## config.mk

```make
export PLATFORM = sky130hd
export DESIGN_NAME = disk_rotor
export DESIGN_NICKNAME = d
export VERILOG_FILES = /design/src/rtl/rot_pkg.sv /design/src/rtl/rot_prescaler.sv /design/src/rtl/rot_position.sv /design/src/rtl/rot_seek.sv /design/src/rtl/rot_photocell.sv /design/src/rtl/disk_rotor.sv
export SDC_FILE = /design/constraint.sdc
export NUM_CORES = 1
export LEC_CHECK = 0
export CAP_MARGIN = 10
export CORE_UTILIZATION = 50
export CTS_BUF_LIST = sky130_fd_sc_hd__clkbuf_4 sky130_fd_sc_hd__clkbuf_8
export DETAILED_ROUTE_END_ITERATION = 7
export GPL_TIMING_DRIVEN = 0
export MAX_ROUTING_LAYER = met4
export PLACE_DENSITY = 0.76
export SETUP_SLACK_MARGIN = 0.15
export SYNTH_ARGS = -nofsm -noshare
export SYNTH_HDL_FRONTEND = slang
export SYNTH_SLANG_ARGS = --single-unit
```

## constraint.sdc

```tcl
create_clock -name clk -period 10 [get_ports clk]
set_clock_uncertainty 0.2 [all_clocks]
set_input_delay 2 -clock clk [delete_from_list [all_inputs] [get_ports clk]]
set_output_delay 2 -clock clk [all_outputs]
set_load 0.02 [all_outputs]
```

## src/rtl/rot_pkg.sv

```systemverilog
package rot_pkg;
    typedef enum logic {
        ST_IDLE = 1'b0,
        ST_WAIT = 1'b1
    } seek_state_t;
endpackage

```

## src/rtl/rot_prescaler.sv

```systemverilog
module rot_prescaler #(
    parameter int PERIOD_W = 16
) (
    input  logic                clk,
    input  logic                rst_n,
    input  logic [PERIOD_W-1:0] period_i,
    output logic                tick_o
);
    logic [PERIOD_W-1:0] cnt_q;
    logic [PERIOD_W-1:0] last;

    // zero period behaves as one clock per word
    always_comb begin
        last   = (period_i == '0) ? '0 : period_i - 1'b1;
        tick_o = (cnt_q >= last);
    end

    always_ff @(posedge clk) begin
        if (!rst_n)      cnt_q <= '0;
        else if (tick_o) cnt_q <= '0;
        else             cnt_q <= cnt_q + 1'b1;
    end
endmodule

```

## src/rtl/rot_position.sv

```systemverilog
module rot_position #(
    parameter int POS_W = 11
) (
    input  logic             clk,
    input  logic             rst_n,
    input  logic             tick_i,
    output logic [POS_W-1:0] pos_o,
    output logic             wrap_o
);
    localparam logic [POS_W-1:0] POS_MAX = '1;

    assign wrap_o = tick_i && (pos_o == POS_MAX);

    always_ff @(posedge clk) begin
        if (!rst_n)      pos_o <= '0;
        else if (tick_i) pos_o <= pos_o + 1'b1;
    end
endmodule

```

## src/rtl/rot_seek.sv

```systemverilog
module rot_seek
    import rot_pkg::*;
#(
    parameter int POS_W = 11
) (
    input  logic             clk,
    input  logic             rst_n,
    input  logic             start_i,
    input  logic [POS_W-1:0] target_i,
    input  logic [POS_W-1:0] pos_i,
    output logic             busy_o,
    output logic             xfer_o
);
    seek_state_t      state_q, state_d;
    logic [POS_W-1:0] tgt_q;
    logic             arrived;

    assign arrived = (pos_i == tgt_q);

    // state register and target latch
    always_ff @(posedge clk) begin
        if (!rst_n) begin
            state_q <= ST_IDLE;
            tgt_q   <= '0;
        end else begin
            state_q <= state_d;
            if (state_q == ST_IDLE && start_i) tgt_q <= target_i;
        end
    end

    // next state
    always_comb begin
        state_d = state_q;
        unique case (state_q)
            ST_IDLE: if (start_i) state_d = ST_WAIT;
            ST_WAIT: if (arrived) state_d = ST_IDLE;
            default: state_d = ST_IDLE;
        endcase
    end

    // outputs
    always_comb begin
        busy_o = 1'b0;
        xfer_o = 1'b0;
        unique case (state_q)
            ST_IDLE: ;
            ST_WAIT: begin
                busy_o = 1'b1;
                xfer_o = arrived;
            end
            default: ;
        endcase
    end
endmodule

```

## src/rtl/rot_photocell.sv

```systemverilog
module rot_photocell (
    input  logic clk,
    input  logic rst_n,
    input  logic wrap_i,
    input  logic ie_i,
    output logic irq_o
);
    // event is raised on entry to position 0; a low enable drops it
    always_ff @(posedge clk) begin
        if (!rst_n) irq_o <= 1'b0;
        else        irq_o <= wrap_i && ie_i;
    end
endmodule

```

## src/rtl/disk_rotor.sv

```systemverilog
module disk_rotor #(
    parameter int PERIOD_W     = 16,
    parameter int POS_W        = 11,
    parameter int INDEX_WINDOW = 6
) (
    input  logic                clk,
    input  logic                rst_n,
    input  logic [PERIOD_W-1:0] period_i,
    input  logic [POS_W-1:0]    target_i,
    input  logic                start_i,
    input  logic                pc_ie_i,
    output logic [POS_W-1:0]    pos_o,
    output logic                index_o,
    output logic                match_o,
    output logic                busy_o,
    output logic                xfer_start_o,
    output logic                pc_irq_o
);
    localparam logic [POS_W-1:0] WIN = POS_W'(INDEX_WINDOW);

    logic tick;
    logic wrap;

    rot_prescaler #(.PERIOD_W(PERIOD_W)) u_prs (
        .clk(clk), .rst_n(rst_n), .period_i(period_i), .tick_o(tick)
    );

    rot_position #(.POS_W(POS_W)) u_pos (
        .clk(clk), .rst_n(rst_n), .tick_i(tick), .pos_o(pos_o), .wrap_o(wrap)
    );

    rot_seek #(.POS_W(POS_W)) u_seek (
        .clk(clk), .rst_n(rst_n), .start_i(start_i), .target_i(target_i),
        .pos_i(pos_o), .busy_o(busy_o), .xfer_o(xfer_start_o)
    );

    rot_photocell u_pc (
        .clk(clk), .rst_n(rst_n), .wrap_i(wrap), .ie_i(pc_ie_i), .irq_o(pc_irq_o)
    );

    assign index_o = (pos_o < WIN);
    assign match_o = (target_i == pos_o);
endmodule

```

==> tab_implementation.tex <==
\begin{tabular}{lr}
\hline
Metric & Value \\
\hline
\multicolumn{2}{l}{\textbf{Timing}} \\
Final hold violations & 0 \\
Final setup vio count & 0 \\
Slew headroom & 44.9\% \\
Max-slew violation count & 0 \\
Setup repair after global routing missed its margin & no \\
Total negative setup slack & 0 ps \\
Share of the clock period used by the worst path & 64.0\% \\
Final worst slack & 3600 ps \\
Final critical-path required period & 6400 ps \\
Worst Max-Slew Pin Slew & 805 ps \\
Max Freq & 156 MHz \\
\multicolumn{2}{l}{\textbf{Power and ir drop}} \\
Maximum vdd ir drop & 0.103 mV \\
Cell Pwr Density & 99.1 nW/um\^{}2 \\
Combinational power share & 16.1\% \\
Net switching power & 0.0878 mW \\
Net switching fraction of the power & 26.3\% \\
Share of power burned in registers & 50.1\% \\
Internal Pwr Total & 0.246 mW \\
Clock network power share & 33.7\% \\
Leak & 1.20 nW \\
\multicolumn{2}{l}{\textbf{Synthesis}} \\
Number of instances in the synthesized netlist & 345 \\
Register bit total from synthesis & 40 \\
Per-instance average area after synthesis & 7.90 um\^{}2 \\
Main combinational cell family by area after synthesis & simple AND/OR/NAND/NOR gates \\
Warnings, synthesis & 0 \\
Syn Std Cell Area & 2730 um\^{}2 \\
Mux contribution to synthesized area & 3.31\% \\
Distinct cell type count of the synthesized netlist & 35 \\
Most instantiated flip-flop cell in the synthesis netlist & sky130\_fd\_sc\_hd\_\_dfxtp\_1 \\
Area share of xor/xnor cells in the synthesized design & 16.1\% \\
Compound-cell area share of the yosys netlist & 9.92\% \\
Number of enable flip-flop cells after synthesis & 0 \\
Post-Synth Adder-Cell Area & 9.18\% \\
Fraction of the mapped netlist area in simple logic gates & 27.9\% \\
Share of flip-flops with an asynchronous set or reset after synthesis & 0\% \\
Number of nets in the synthesized netlist & 396 \\
Part of the Yosys area used for sequential elements & 29.4\% \\
\multicolumn{2}{l}{\textbf{Detailed routing}} \\
Via count of the routed design & 2530 \\
DRC violations left & 0 \\
Total length of routed wires & 6290 um \\
Number of DRC markers in iteration 0 & 204 \\
Final antenna-violating net count & 0 \\
Routed length per instance & 13.4 um \\
Vias per Instance & 5.39 \\
First-pass detailed-route iteration total & 4 \\
\multicolumn{2}{l}{\textbf{Hold path}} \\
Path type of the worst min-delay path & flip-flop to flip-flop \\
Worst hold path depth & 2 \\
\multicolumn{2}{l}{\textbf{Layout}} \\
Storage element area & 801 um\^{}2 \\
Layout-stage area growth over the synthesis result & 23.5\% \\
Commonest non-fill, non-tap cells in the layout & sky130\_fd\_sc\_hd\_\_nand2\_1 (59), sky130\_fd\_sc\_hd\_\_clkdlybuf4s50\_1 (46), sky130\_fd\_sc\_hd\_\_xnor2\_1 (44) \\
Commonest non-fill, non-tap cell in the layout & sky130\_fd\_sc\_hd\_\_nand2\_1 \\
Share of post-route cells with drive strength above 1 & 3.76\% \\
Number of fill cells in the layout & 461 \\
Area of combinational cells with multiple inputs & 1810 um\^{}2 \\
Nets & 449 \\
Final antenna diode count & 0 \\
\multicolumn{2}{l}{\textbf{Floorplanning}} \\
Top-level I/O count & 47 \\
Chip Height & 75.8 um \\
Floorplan die area & 5750 um\^{}2 \\
Placement row count & 26 \\
Core outline area & 5170 um\^{}2 \\
Starting Density & 52.7\% \\
Horizontal die dimension & 75.8 um \\
\multicolumn{2}{l}{\textbf{CTS}} \\
Max clock buf depth & 2 \\
Cell at the root of the clock tree & sky130\_fd\_sc\_hd\_\_clkbuf\_8 \\
Clk sinks & 40 \\
Number of CTS-inserted buffers & 5 \\
Skew-Pair Late Insertion Delay & 290 ps \\
Clock-pin slew on the worst setup and hold paths & 80 ps \\
H-tree depth & 2 \\
TritonCTS clock tree & yes \\
Hold-fix buffers, CTS & 0 \\
Count of cells resized by post-cts repair & 0 \\
Post-CTS repair timing setup buffer count & 0 \\
\multicolumn{2}{l}{\textbf{Setup path}} \\
Highest fanout seen on the critical path & 10 \\
Endpoint type of the worst setup path & flip-flop \\
Data required time of the critical path & 10030 ps \\
Setup CP Type & input port to flip-flop \\
Kind of start point of the critical path & input port \\
Data arrival, critical path & 6430 ps \\
Reg2Reg Depth & 9 \\
\multicolumn{2}{l}{\textbf{GRT}} \\
Initial antenna violation count & 0 \\
Maximum number of pins on one net before global-route repair & 13 \\
Overall fraction of global-route tracks in use & 24.4\% \\
Number of global-route vias before repair & 2370 \\
Grt ovf & 0 \\
First-pass GRT wire length & 10400 um \\
\multicolumn{2}{l}{\textbf{Run status}} \\
Status & finished clean \\
\multicolumn{2}{l}{\textbf{Placement}} \\
Port bufs & 46 \\
Half-perimeter wire length after detailed placement & 4960 um \\
Final estimated routing congestion in global placement & 0.833 \\
Pre-CTS setup slack & 3340 ps \\
\multicolumn{2}{l}{\textbf{Flow run}} \\
Max Cap Violations & 0 \\
\hline
\end{tabular}
[synth_stat cells, types with 2 or more instances]
| master | number | area [um^2] |
|---|---|---|
| sky130_fd_sc_hd__nand2_1 | 59 | 221 |
| sky130_fd_sc_hd__xnor2_1 | 44 | 385 |
| sky130_fd_sc_hd__dfxtp_1 | 40 | 801 |
| sky130_fd_sc_hd__nor2_1 | 27 | 101 |
| sky130_fd_sc_hd__a21oi_1 | 25 | 125 |
| sky130_fd_sc_hd__ha_1 | 20 | 250 |
| sky130_fd_sc_hd__nand3_1 | 16 | 80.1 |
| sky130_fd_sc_hd__clkbuf_1 | 15 | 56.3 |
| sky130_fd_sc_hd__inv_1 | 12 | 45.0 |
| sky130_fd_sc_hd__nor3_1 | 11 | 55.1 |
| sky130_fd_sc_hd__nand2b_1 | 10 | 62.6 |
| sky130_fd_sc_hd__mux2i_1 | 9 | 90.1 |
| sky130_fd_sc_hd__nand4_1 | 9 | 56.3 |
| sky130_fd_sc_hd__nor4_1 | 6 | 37.5 |
| sky130_fd_sc_hd__xor2_1 | 6 | 52.6 |
| sky130_fd_sc_hd__o21ai_0 | 5 | 25.0 |
| sky130_fd_sc_hd__and3_1 | 4 | 25.0 |
| sky130_fd_sc_hd__or3_1 | 3 | 18.8 |
| sky130_fd_sc_hd__or4_1 | 3 | 22.5 |
| sky130_fd_sc_hd__a2111oi_4 | 2 | 55.1 |
| sky130_fd_sc_hd__and2_1 | 2 | 12.5 |
| sky130_fd_sc_hd__buf_4 | 2 | 15.0 |
| sky130_fd_sc_hd__nand4b_1 | 2 | 17.5 |
| sky130_fd_sc_hd__o21a_1 | 2 | 15.0 |
[final timing paths]
path | start | endpoint | slack [ps]
setup / recovery | period_i[3] | u_prs.cnt_q[8]$_SDFF_PP0_ | 3600
hold / removal | u_seek.tgt_q[7]$_SDFFE_PN0P_ | u_seek.tgt_q[7]$_SDFFE_PN0P_ | 270
setup reg to reg | u_prs.cnt_q[0]$_SDFF_PP0_ | u_prs.cnt_q[8]$_SDFF_PP0_ | 6840
hold reg to reg | u_seek.tgt_q[7]$_SDFFE_PN0P_ | u_seek.tgt_q[7]$_SDFFE_PN0P_ | 270
[logic make-up (layout without fill, tap and decap cells)]
group | after synthesis | count (layout)
AND/OR/NAND/NOR | 157 | 157
flip-flops | 40 | 40
XOR/XNOR | 50 | 50
adder cells (fa/ha/maj) | 20 | 20
AO/OA/AOI/OAI | 40 | 40
buffers and inverters | 29 | 83
multiplexers | 9 | 9
[registers in the layout, summed over array words and instances, names as in the netlist]
signal / count
u_seek.state_q: 1
u_prs.cnt_q: 16
u_pos.pos_o: 11
u_seek.tgt_q: 11
u_pc.irq_o: 1
[per-layer routing]
layer | global-route usage, % | routed length (um) | vias up
met5 | - | 0 | -
met4 | 5.56 | 55 | 0
met3 | 4.23 | 157 | 7
met2 | 40.0 | 2960 | 33
met1 | 31.3 | 3120 | 1207
li1 | - | - | 1283
[worst max-delay path, stage by stage]
cell	delay, ps
sky130_fd_sc_hd__clkdlybuf4s50_1	470
sky130_fd_sc_hd__or3_1	420
sky130_fd_sc_hd__nor4_2	460
sky130_fd_sc_hd__nand4b_1	410
sky130_fd_sc_hd__and2_1	290
sky130_fd_sc_hd__ha_1	250
sky130_fd_sc_hd__nand2b_1	140
sky130_fd_sc_hd__a2111oi_0	750
sky130_fd_sc_hd__o32a_1	440
sky130_fd_sc_hd__buf_4	240
sky130_fd_sc_hd__nand3_2	180
sky130_fd_sc_hd__buf_4	250
sky130_fd_sc_hd__nor2_1	120
[power groups by stage]
| stage | registers, mW | clock network, mW | logic (mW) |
|---|---|---|---|
| 6_report | 0.167 | 0.113 | 0.0538 |
| 2_1_floorplan | 0.171 | 0 | 0.0291 |
| 5_1_grt | 0.168 | 0.121 | 0.0596 |
| 3_3_place_gp | 0.171 | 0 | 0.0521 |
| 4_1_cts | 0.167 | 0.114 | 0.0539 |
| 3_5_place_dp | 0.171 | 0 | 0.0537 |
[stage by stage]
step | cells | hold slack (ps) | total power [mW] | cell area (um^2) | util, %
3_5_place_dp | 461 | 264 | 0.225 | 3270 | 63.3
2_1_floorplan | 345 | 249 | 0.200 | 2730 | -
3_3_place_gp | 461 | 256 | 0.223 | 3270 | 63.3
6_report | 469 | 272 | 0.334 | 3370 | 65.1
4_1_cts | 469 | 275 | 0.335 | 3370 | 65.1
5_1_grt | 469 | 305 | 0.349 | 3370 | 65.1
[final cells by class]
type / instances / share of cell area [%]
clock inverters: 2 / 0.297
plain buffers: 17 / 2.12
multi-input cells: 276 / 53.7
well taps: 70 / 2.60
flip-flops and latches: 40 / 23.8
inverters: 12 / 1.34
clock buffers: 6 / 2.45
repair buffers: 46 / 13.7
Power figures use the tool's default switching activity.
